**src/rtl/lock_pkg.sv**
```systemverilog
package lock_pkg;

    // Overall condition of the controller.
    typedef enum logic [1:0] {
        PH_ENTRY    = 2'b00,
        PH_UNLOCKED = 2'b01,
        PH_FAULT    = 2'b10
    } lock_phase_e;

    // Width needed to index NCODES stored codes (at least one bit).
    function automatic int sel_width(input int ncodes);
        return (ncodes > 1) ? $clog2(ncodes) : 1;
    endfunction

    // The phase that follows a strobed entry, given the comparator result.
    function automatic lock_phase_e phase_after_entry(input logic hit,
                                                      input logic last_step);
        if (!hit)
            return PH_FAULT;
        else if (last_step)
            return PH_UNLOCKED;
        else
            return PH_ENTRY;
    endfunction

endpackage

```
**src/rtl/lock_step_logic.sv**
```systemverilog
module lock_step_logic
    import lock_pkg::*;
#(
    parameter int NUM_CODES = 3,
    parameter int IDX_W     = sel_width(NUM_CODES)
) (
    input  lock_phase_e      cur_phase,
    input  logic [IDX_W-1:0] cur_idx,
    input  logic             entry_stb,
    input  logic             match_in,
    output lock_phase_e      nxt_phase,
    output logic [IDX_W-1:0] nxt_idx
);
    localparam logic [IDX_W-1:0] LAST_IDX = IDX_W'(NUM_CODES - 1);

    logic        at_last;
    lock_phase_e strobed_phase;

    assign at_last       = (cur_idx == LAST_IDX);
    assign strobed_phase = phase_after_entry(match_in, at_last);

    always_comb begin
        nxt_phase = cur_phase;
        nxt_idx   = cur_idx;
        case (cur_phase)
            PH_ENTRY: begin
                if (entry_stb) begin
                    nxt_phase = strobed_phase;
                    if (strobed_phase == PH_ENTRY)
                        nxt_idx = cur_idx + 1'b1;
                    else
                        nxt_idx = '0;
                end
            end
            PH_UNLOCKED: begin
                nxt_phase = PH_UNLOCKED;
                nxt_idx   = '0;
            end
            PH_FAULT: begin
                nxt_phase = PH_FAULT;
                nxt_idx   = '0;
            end
            default: begin
                nxt_phase = PH_FAULT;
                nxt_idx   = '0;
            end
        endcase
    end

endmodule

```
**src/rtl/lock_state_reg.sv**
```systemverilog
module lock_state_reg
    import lock_pkg::*;
#(
    parameter int IDX_W = 2
) (
    input  logic             clk,
    input  logic             rst,
    input  lock_phase_e      nxt_phase,
    input  logic [IDX_W-1:0] nxt_idx,
    output lock_phase_e      phase_q,
    output logic [IDX_W-1:0] idx_q
);

    always_ff @(posedge clk) begin
        if (rst) begin
            phase_q <= PH_ENTRY;
            idx_q   <= '0;
        end else begin
            phase_q <= nxt_phase;
            idx_q   <= nxt_idx;
        end
    end

endmodule

```
**src/rtl/lock_out_decode.sv**
```systemverilog
module lock_out_decode
    import lock_pkg::*;
#(
    parameter int IDX_W = 2
) (
    input  lock_phase_e      phase_q,
    input  logic [IDX_W-1:0] idx_q,
    output logic [IDX_W-1:0] code_sel,
    output logic             unlocked
);

    assign code_sel = (phase_q == PH_ENTRY) ? idx_q : '0;
    assign unlocked = (phase_q == PH_UNLOCKED);

endmodule

```
**src/rtl/lock_seq_ctrl.sv**
```systemverilog
module lock_seq_ctrl
    import lock_pkg::*;
#(
    parameter int NUM_CODES = 3,
    localparam int SEL_W    = sel_width(NUM_CODES)
) (
    input  logic             clk,
    input  logic             rst,
    input  logic             entry_stb,
    input  logic             match_in,
    output logic [SEL_W-1:0] code_sel,
    output logic             unlocked
);

    lock_phase_e      phase_q;
    lock_phase_e      nxt_phase;
    logic [SEL_W-1:0] idx_q;
    logic [SEL_W-1:0] nxt_idx;

    lock_step_logic #(
        .NUM_CODES (NUM_CODES),
        .IDX_W     (SEL_W)
    ) u_step (
        .cur_phase (phase_q),
        .cur_idx   (idx_q),
        .entry_stb (entry_stb),
        .match_in  (match_in),
        .nxt_phase (nxt_phase),
        .nxt_idx   (nxt_idx)
    );

    lock_state_reg #(
        .IDX_W (SEL_W)
    ) u_reg (
        .clk       (clk),
        .rst       (rst),
        .nxt_phase (nxt_phase),
        .nxt_idx   (nxt_idx),
        .phase_q   (phase_q),
        .idx_q     (idx_q)
    );

    lock_out_decode #(
        .IDX_W (SEL_W)
    ) u_dec (
        .phase_q  (phase_q),
        .idx_q    (idx_q),
        .code_sel (code_sel),
        .unlocked (unlocked)
    );

endmodule

```
**config.mk**
```make
export PLATFORM = sky130hd
export DESIGN_NAME = lock_seq_ctrl
export DESIGN_NICKNAME = d
export VERILOG_FILES = /design/src/rtl/lock_pkg.sv /design/src/rtl/lock_step_logic.sv /design/src/rtl/lock_state_reg.sv /design/src/rtl/lock_out_decode.sv /design/src/rtl/lock_seq_ctrl.sv
export SDC_FILE = /design/constraint.sdc
export NUM_CORES = 1
export LEC_CHECK = 0
export CAP_MARGIN = 20
export CELL_PAD_IN_SITES_DETAIL_PLACEMENT = 0
export CELL_PAD_IN_SITES_GLOBAL_PLACEMENT = 1
export CORE_AREA = 4 4 41 43
export CTS_CLUSTER_SIZE = 40
export DETAILED_ROUTE_END_ITERATION = 10
export DIE_AREA = 0 0 45 47
export DONT_BUFFER_PORTS = 1
export GPL_TIMING_DRIVEN = 0
export PLACE_DENSITY_LB_ADDON = 0.15
export SYNTH_ARGS = -nofsm -noshare
export SYNTH_HDL_FRONTEND = slang
export SYNTH_SLANG_ARGS = --single-unit
export TNS_END_PERCENT = 1
```
**constraint.sdc**
```tcl
create_clock -name clk -period 2.65 [get_ports clk]
set_input_delay 0.53 -clock clk [delete_from_list [all_inputs] [get_ports clk]]
set_output_delay 0.53 -clock clk [all_outputs]
set_load 0.01 [all_outputs]
```
==> reports/metrics.cfg, run 1 <==
[grt]
grt_use_total_pct = 5.45
grt_pass1_vias = 155
grt_pass1_wl_um = 669
overflow = 0
antenna_found_initial = 0
grt_max_degree = 7

[synth]
synth_xor_area_share_pct = 0
syn_nets = 26
ys_seq_area_share_pct = 40.0
syn_inst = 21
synth_area_leaders = dfxtp_1 (40%), nand4bb_1 (11%), nand2b_2 (8.8%)
synth-compound-area-share_pct = 10.6
syn_avg_cell_area_sq_um = 9.53
synth-adder-area-share_pct = 6.25
synth_mux_area_share_pct = 0
synthSimpleGateAreaFrac_pct = 39.4
synth_cell_type_count = 12
yosys_warnings = 0
synth_top_cell_area_share_pct = 40.0
synth_area_leader_cell = dfxtp_1
synth_top_family_by_area = simple AND/OR/NAND/NOR gates
ys_ff_latch = 4
syn_area_sq_um = 200

[route]
drtPass1Iterations = 3
wl_um = 432
drt_iter0_markers = 2
drc = 0
wire_per_inst_um = 11.1
vias_per_cell = 4.36
ant_nets = 0
num_vias = 170

[run]
max-cap-violations = 0

[floorplan]
rows = 13
start_util_pct = 15.4
core_area_sq_um = 1300
die_w_um = 45
fp.dieArea_sq_um = 2120
fp.dieH_um = 47
io_pins = 7

[clocking]
post_cts_buffers = 0
clkSlewWorstSetupHoldPaths_ns = 0.04
post_cts_resized = 0
cts_inserted_buffers = 3
clockBufferDepth = 2
cts_sinks = 4
cts_tree = done
ctsRootBufferMaster = clkbuf_4
clk_latency_ns = 0.24
postCtsHoldBufs = 0
cts.htree.levels = 1

[worst_setup_path]
path_max_fanout = 3
cpMaxStageDelayCell = nor3_1
required_ns = 2.12
critPathMaxStageDelay_ns = 0.38
crit_chain = inv_1 -> nor3_1
rr_worst_depth = 4
crit_arrival_ns = 1.03
endpoint_kind = output port
startpoint_type = flip-flop
crit_type = reg -> out

[placed_design]
io_buffers = 0
post_dp_cell_area_sq_um = 219
pre_cts_ws_ns = 1.32
hpwl_um = 350
place.gp.congestion = 0.706

[power_and_ir_drop]
swShare_pct = 20.5
combPwrFrac_pct = 5.7
p_per_area_nw_per_um2 = 616
ir_worst_vdd_uv = 202
cellLeakagePower_nw = 0.0831
p_int_w = 0.000118
pwr-share-seq_pct = 43.8
p_switching_w = 0.0000305
power_frac_clock_pct = 50.5

[timing]
fin_setup_tns_ns = 0
timing.fmax_ghz = 0.640
period_minus_slack_ns = 1.56
layout_setup_ws_ns = 1.09
slew_headroom_pct = 72.1
setup_viol = 0
fin_skew_ns = 0.00224
rsz0062_at_grt = no
post-route-period-util_pct = 59.0
worst_slew_pin_slew_ns = 0.416
slew_viol_final = 0
hold_ws_ns = 0.360
hold_viol = 0

[final_layout]
drive_gt1_share_pct = 20.8
final_cell_mix = dfxtp_1 (4), a21oi_1 (3), clkbuf_4 (3)
final_cell_area_sq_um = 241
n_antenna_cell = 0
final_common_cell = dfxtp_1
area_growth_syn_to_layout_pct = 20.6
finalNetCount = 31

[outcome]
status = finished, final reports clean

[hold_path]
hp-class = in -> reg
whs_path_depth = 1

-- per-layer routing --
layer | global-route usage, % | wire [um] | vias up
met3 | 3.45 | 18 | 5
met5 | 0 | 0 | -
met2 | 6.78 | 199 | 6
met4 | 8.77 | 29 | 0
met1 | 4.78 | 184 | 74
li1 | - | - | 85
-- area by class of cell --
type	instances	area, sq um
clock buffers	3	22.5
fillers	156	1060
inverters	2	7.51
multi-input cells	15	113
flip-flops and latches	4	80.1
well taps	15	18.8
-- logic make-up (layout without fill, tap and decap cells) --
family | count (synthesis) | in the layout
buffers and inverters | 2 | 5
DFF | 4 | 4
adders and majority gates | 1 | 1
and+or+nand+nor | 10 | 10
AOI/OAI and AO/OA | 4 | 4
-- stage by stage --
step	total power (W)	util, %	std cells
final	0.000149	18.6	39
after global routing	0.000159	18.6	39
after CTS	0.000151	18.6	39
after detailed placement	0.0000747	16.8	36
after global placement	0.0000748	16.8	36
after floorplan	0.0000730	-	21
-- power groups by stage --
stage / Sequential [W] / Clock [W] / Combinational (W)
floorplan: 0.0000655 / 0 / 0.00000751
global placement: 0.0000662 / 0 / 0.00000865
detailed placement: 0.0000661 / 0 / 0.00000865
CTS: 0.0000652 / 0.0000774 / 0.00000869
global route: 0.0000653 / 0.0000840 / 0.00000967
finish: 0.0000651 / 0.0000751 / 0.00000849
-- final timing paths --
kind | start | to | slack, ns
max | u_reg.idx_q[0] | code_sel[0] | 1.09
max reg2reg | u_reg.idx_q[0] | u_reg.idx_q[1] | 1.58
min reg2reg | u_reg.idx_q[0] | u_reg.idx_q[0] | 0.48
min | rst | u_reg.phase_q[1] | 0.36
-- cells in the mapped netlist --
cell       count
dfxtp_1        4
a21oi_1        3
inv_1          2
nand2b_2       2
nand4bb_1      2
nor3_1         2
a31oi_1        1
ha_1           1
nor2b_1        1
nor3b_1        1
or3_1          1
or3b_1         1
-- critical path: cells and delay by family (launching register included) --
kind | cells | cell delay (ns)
buffers and inverters | 1 | 0.07
AND/OR/NAND/NOR | 1 | 0.38
flip-flops | 1 | 0.34
-- flip-flops by register name, summed over array words and instances (netlist names) --
| register | count |
|---|---|
| u_reg.phase_q | 2 |
| u_reg.idx_q | 2 |
Power figures use the tool's default switching activity.
==> inputs of run 2 (changes only) <==
Settings changed: ABC_AREA set to 1.
Clock period 2.65 ns to 1.39 ns, I/O delays scaled along.
==> run 2 against run 1 <==
  * Largest power group unchanged
  * Clock-buffer cell count unchanged
  * Register-to-register slack lost 1.2 ns
  * Global-route usage is 0.092 points lower
  * Via count rose by 17%
  * Area after synthesis grew 16%
  * Clock skew fell by 0.0017 ns
  * Sequential cell count stayed put
  * Synthesized cell count increased by 81%
  * First-iteration DRC count fell by 50%
  * Hold slack got worse by 0.16 ns
  * Highest routed layer unchanged
==> reports/metrics.cfg, run 2 <==
[outcome]
status = finished, final reports clean  ; unchanged

[timing]
setup_viol = 0  ; unchanged
rsz0062_at_grt = no  ; unchanged
fin_skew_ns = 0.000564  ; was 0.00224 ns
post-route-period-util_pct = 89.7
period_minus_slack_ns = 1.25
hold_viol = 0  ; unchanged
hold_ws_ns = 0.204  ; was 0.360 ns
timing.fmax_ghz = 0.802
fin_setup_tns_ns = 0  ; unchanged
slew_headroom_pct = 85.1  ; was 72.1%
worst_slew_pin_slew_ns = 0.223  ; was 0.416 ns
slew_viol_final = 0  ; unchanged
layout_setup_ws_ns = 0.143  ; was 1.09 ns

[synth]
syn_nets = 43  ; was 26
ys.flop_type = dfxtp_1  ; unchanged
yosys_warnings = 0  ; unchanged
yosysMostFrequentCell = inv_1  ; was dfxtp_1
synth_area_leaders = dfxtp_1 (35%), inv_1 (18%), nand2_1 (13%)  ; was dfxtp_1 (40%), nand4bb_1 (11%), nand2b_2 (8.8%)
synth_top_cell_area_share_pct = 34.6  ; was 40.0%
synth_area_leader_cell = dfxtp_1  ; unchanged
ys_ff_latch = 4  ; unchanged
synth_edf_count = 0  ; unchanged
ys_seq_area_share_pct = 34.6  ; was 40.0%
synth_cell_type_count = 10  ; was 12
syn_inst = 38  ; was 21
syn_area_sq_um = 231  ; was 200 sq um
synthTopCellsByCount = inv_1 (11), nand2_1 (8), nor2_1 (7)  ; was dfxtp_1 (4), a21oi_1 (3)
synthArstFlopShare_pct = 0  ; unchanged
syn_avg_cell_area_sq_um = 6.09  ; was 9.53 sq um

[power_and_ir_drop]
cellLeakagePower_nw = 0.161  ; was 0.0831 nW
p_per_area_nw_per_um2 = 1120  ; was 616 nW/um^2
power.total_w = 0.000306  ; was 0.000149 W
ir_worst_vdd_uv = 318  ; was 202 uV

[floorplan]
rows = 13  ; unchanged
start_util_pct = 17.8  ; was 15.4%
die_w_um = 45  ; unchanged
fp.dieArea_sq_um = 2120  ; unchanged
core_area_sq_um = 1300  ; unchanged
fp.dieH_um = 47  ; unchanged
io_pins = 7  ; unchanged

[final_layout]
area_growth_syn_to_layout_pct = 17.8  ; was 20.6%
final_cell_mix = inv_1 (11), nand2_1 (8), nor2_1 (7)  ; was dfxtp_1 (4), a21oi_1 (3), clkbuf_4 (3)
final_cell_area_sq_um = 273  ; was 241 sq um
reg_top3 = u_reg.idx_q x2, u_reg.phase_q x2  ; unchanged
final_common_cell = inv_1  ; was dfxtp_1
n_antenna_cell = 0  ; unchanged
finalNetCount = 48  ; was 31
drive_gt1_share_pct = 14.6  ; was 20.8%
fillers = 162  ; was 156

[clocking]
postCtsHoldBufs = 0  ; unchanged
cts_tree = done  ; unchanged
cts_inserted_buffers = 3  ; unchanged
clockBufferDepth = 2  ; unchanged
clk_latency_ns = 0.23  ; was 0.24 ns
cts.htree.levels = 1  ; unchanged
cts_sinks = 4  ; unchanged
post_cts_buffers = 0  ; unchanged
clkSlewWorstSetupHoldPaths_ns = 0.04  ; about the same
ctsRootBufferMaster = clkbuf_4  ; unchanged
post_cts_resized = 0  ; unchanged

[worst_setup_path]
startpoint_type = flip-flop  ; unchanged
critical_path_buf_inv_count = 1  ; unchanged
worstReg2RegStart = u_reg.idx_q[0]  ; unchanged
cp.depth = 3  ; was 2
rr_worst_depth = 7  ; was 4
crit_arrival_ns = 0.97  ; was 1.03 ns
regToRegSetupSlack_ns = 0.36  ; was 1.58 ns
required_ns = 1.11  ; was 2.12 ns
crit_type = reg -> out  ; unchanged
crit_start = u_reg.phase_q[1]  ; was u_reg.idx_q[0]
path_max_fanout = 3  ; unchanged
cpLargestDelayFamily = simple AND/OR/NAND/NOR gates  ; unchanged
cpMaxStageDelayCell = dfxtp_1  ; was nor3_1
r2r_end = u_reg.idx_q[1]  ; unchanged
critPathMaxStageDelay_ns = 0.32  ; was 0.38 ns
endpoint_kind = output port  ; unchanged
crit_end = code_sel[0]  ; unchanged
crit_chain = nor2_2 -> inv_1 -> nor2_1  ; was inv_1 -> nor3_1

[route]
ant_nets = 0  ; unchanged
vias_per_cell = 3.55  ; was 4.36
wl_um = 449  ; was 432 um
drt_iter0_markers = 1  ; was 2
drtPass1Iterations = 2  ; was 3
drc = 0  ; unchanged
wire_per_inst_um = 8.02  ; was 11.1 um
num_vias = 199  ; was 170

[hold_path]
hp-class = in -> reg  ; unchanged

[grt]
antenna_found_initial = 0  ; unchanged
grt_use_total_pct = 5.36  ; was 5.45%
grt_pass1_wl_um = 703  ; was 669 um
overflow = 0  ; unchanged
grt_pass1_vias = 182  ; was 155
grt_max_degree = 4  ; was 7

[placed_design]
hpwl_um = 386  ; was 350 um
pre_cts_ws_ns = 0.359  ; was 1.32 ns
place.gp.congestion = 0.603  ; was 0.706
post_dp_cell_area_sq_um = 250  ; was 219 sq um
io_buffers = 0  ; unchanged

[run]
max-cap-violations = 0  ; unchanged

## run 2: cell types whose count changed in the layout (fill, tap and decap cells not counted), moves of 2 or more
cell	before	now
a21oi_1	3	1
inv_1	2	11
nand2_1	0	8
nand2b_2	2	0
nand4bb_1	2	0
nor2_1	0	7
nor2_2	0	2
nor3_1	2	0
o21ai_0	0	2
## run 2: worst min path at each step
stage	from	endpoint	slack [ns]	cells past startpoint
finish	entry_stb	u_reg.idx_q[1]	0.20	3
global route	entry_stb	u_reg.idx_q[1]	0.19	3
CTS	entry_stb	u_reg.idx_q[1]	0.19	3
detailed placement	entry_stb	u_reg.idx_q[1]	0.44	3
global placement	entry_stb	u_reg.idx_q[1]	0.44	3
floorplan	entry_stb	u_reg.idx_q[1]	0.43	3
## run 2: cell type report
| cell class | count | area, sq um | share of cell area (%) |
|---|---|---|---|
| clock buffer | 3 | 22.5 | 8.26 |
| inverter | 11 | 41.3 | 15.1 |
| multi-input combinational | 23 | 110 | 40.4 |
| sequential | 4 | 80.1 | 29.4 |
| tap | 15 | 18.8 | 6.88 |
## run 2: layer usage
| layer | track usage [%] | vias to the layer above | wire length (um) |
|---|---|---|---|
| met2 | 5.37 | 4 | 187 |
| li1 | - | 115 | - |
| met3 | 4.21 | 2 | 42 |
| met1 | 5.88 | 78 | 212 |
| met4 | 7.02 | 0 | 7 |
| met5 | 0 | - | 0 |
## run 2: per-stage QoR
step           cells  util [%]
2_1_floorplan     38         -
3_5_place_dp      53      19.2
5_1_grt           56      21.0
6_report          56      21.0
4_1_cts           56      21.0
3_3_place_gp      53      19.2
## run 2: cells by family after synthesis
family | synth area share (%)
buffers and inverters | 17.8
and+or+nand+nor | 35.7
DFF | 34.6
adders and majority gates | 5.40
AOI/OAI and AO/OA | 6.48
## run 2: where the power goes
group	switching, W	total, W	internal [W]
Sequential	0.00000436	0.000126	0.000122
Clock	0.0000441	0.000140	0.0000964
Combinational	0.0000246	0.0000396	0.0000150
Total	0.0000731	0.000306	0.000233
## run 2: worst register-to-register path, cell delays in order, from the launching register on
cell	delay, ns
dfxtp_1	0.33
inv_1	0.06
ha_1	0.27
inv_1	0.03
nand3b_1	0.08
nand2_1	0.06
nand2_1	0.06
inv_1	0.03
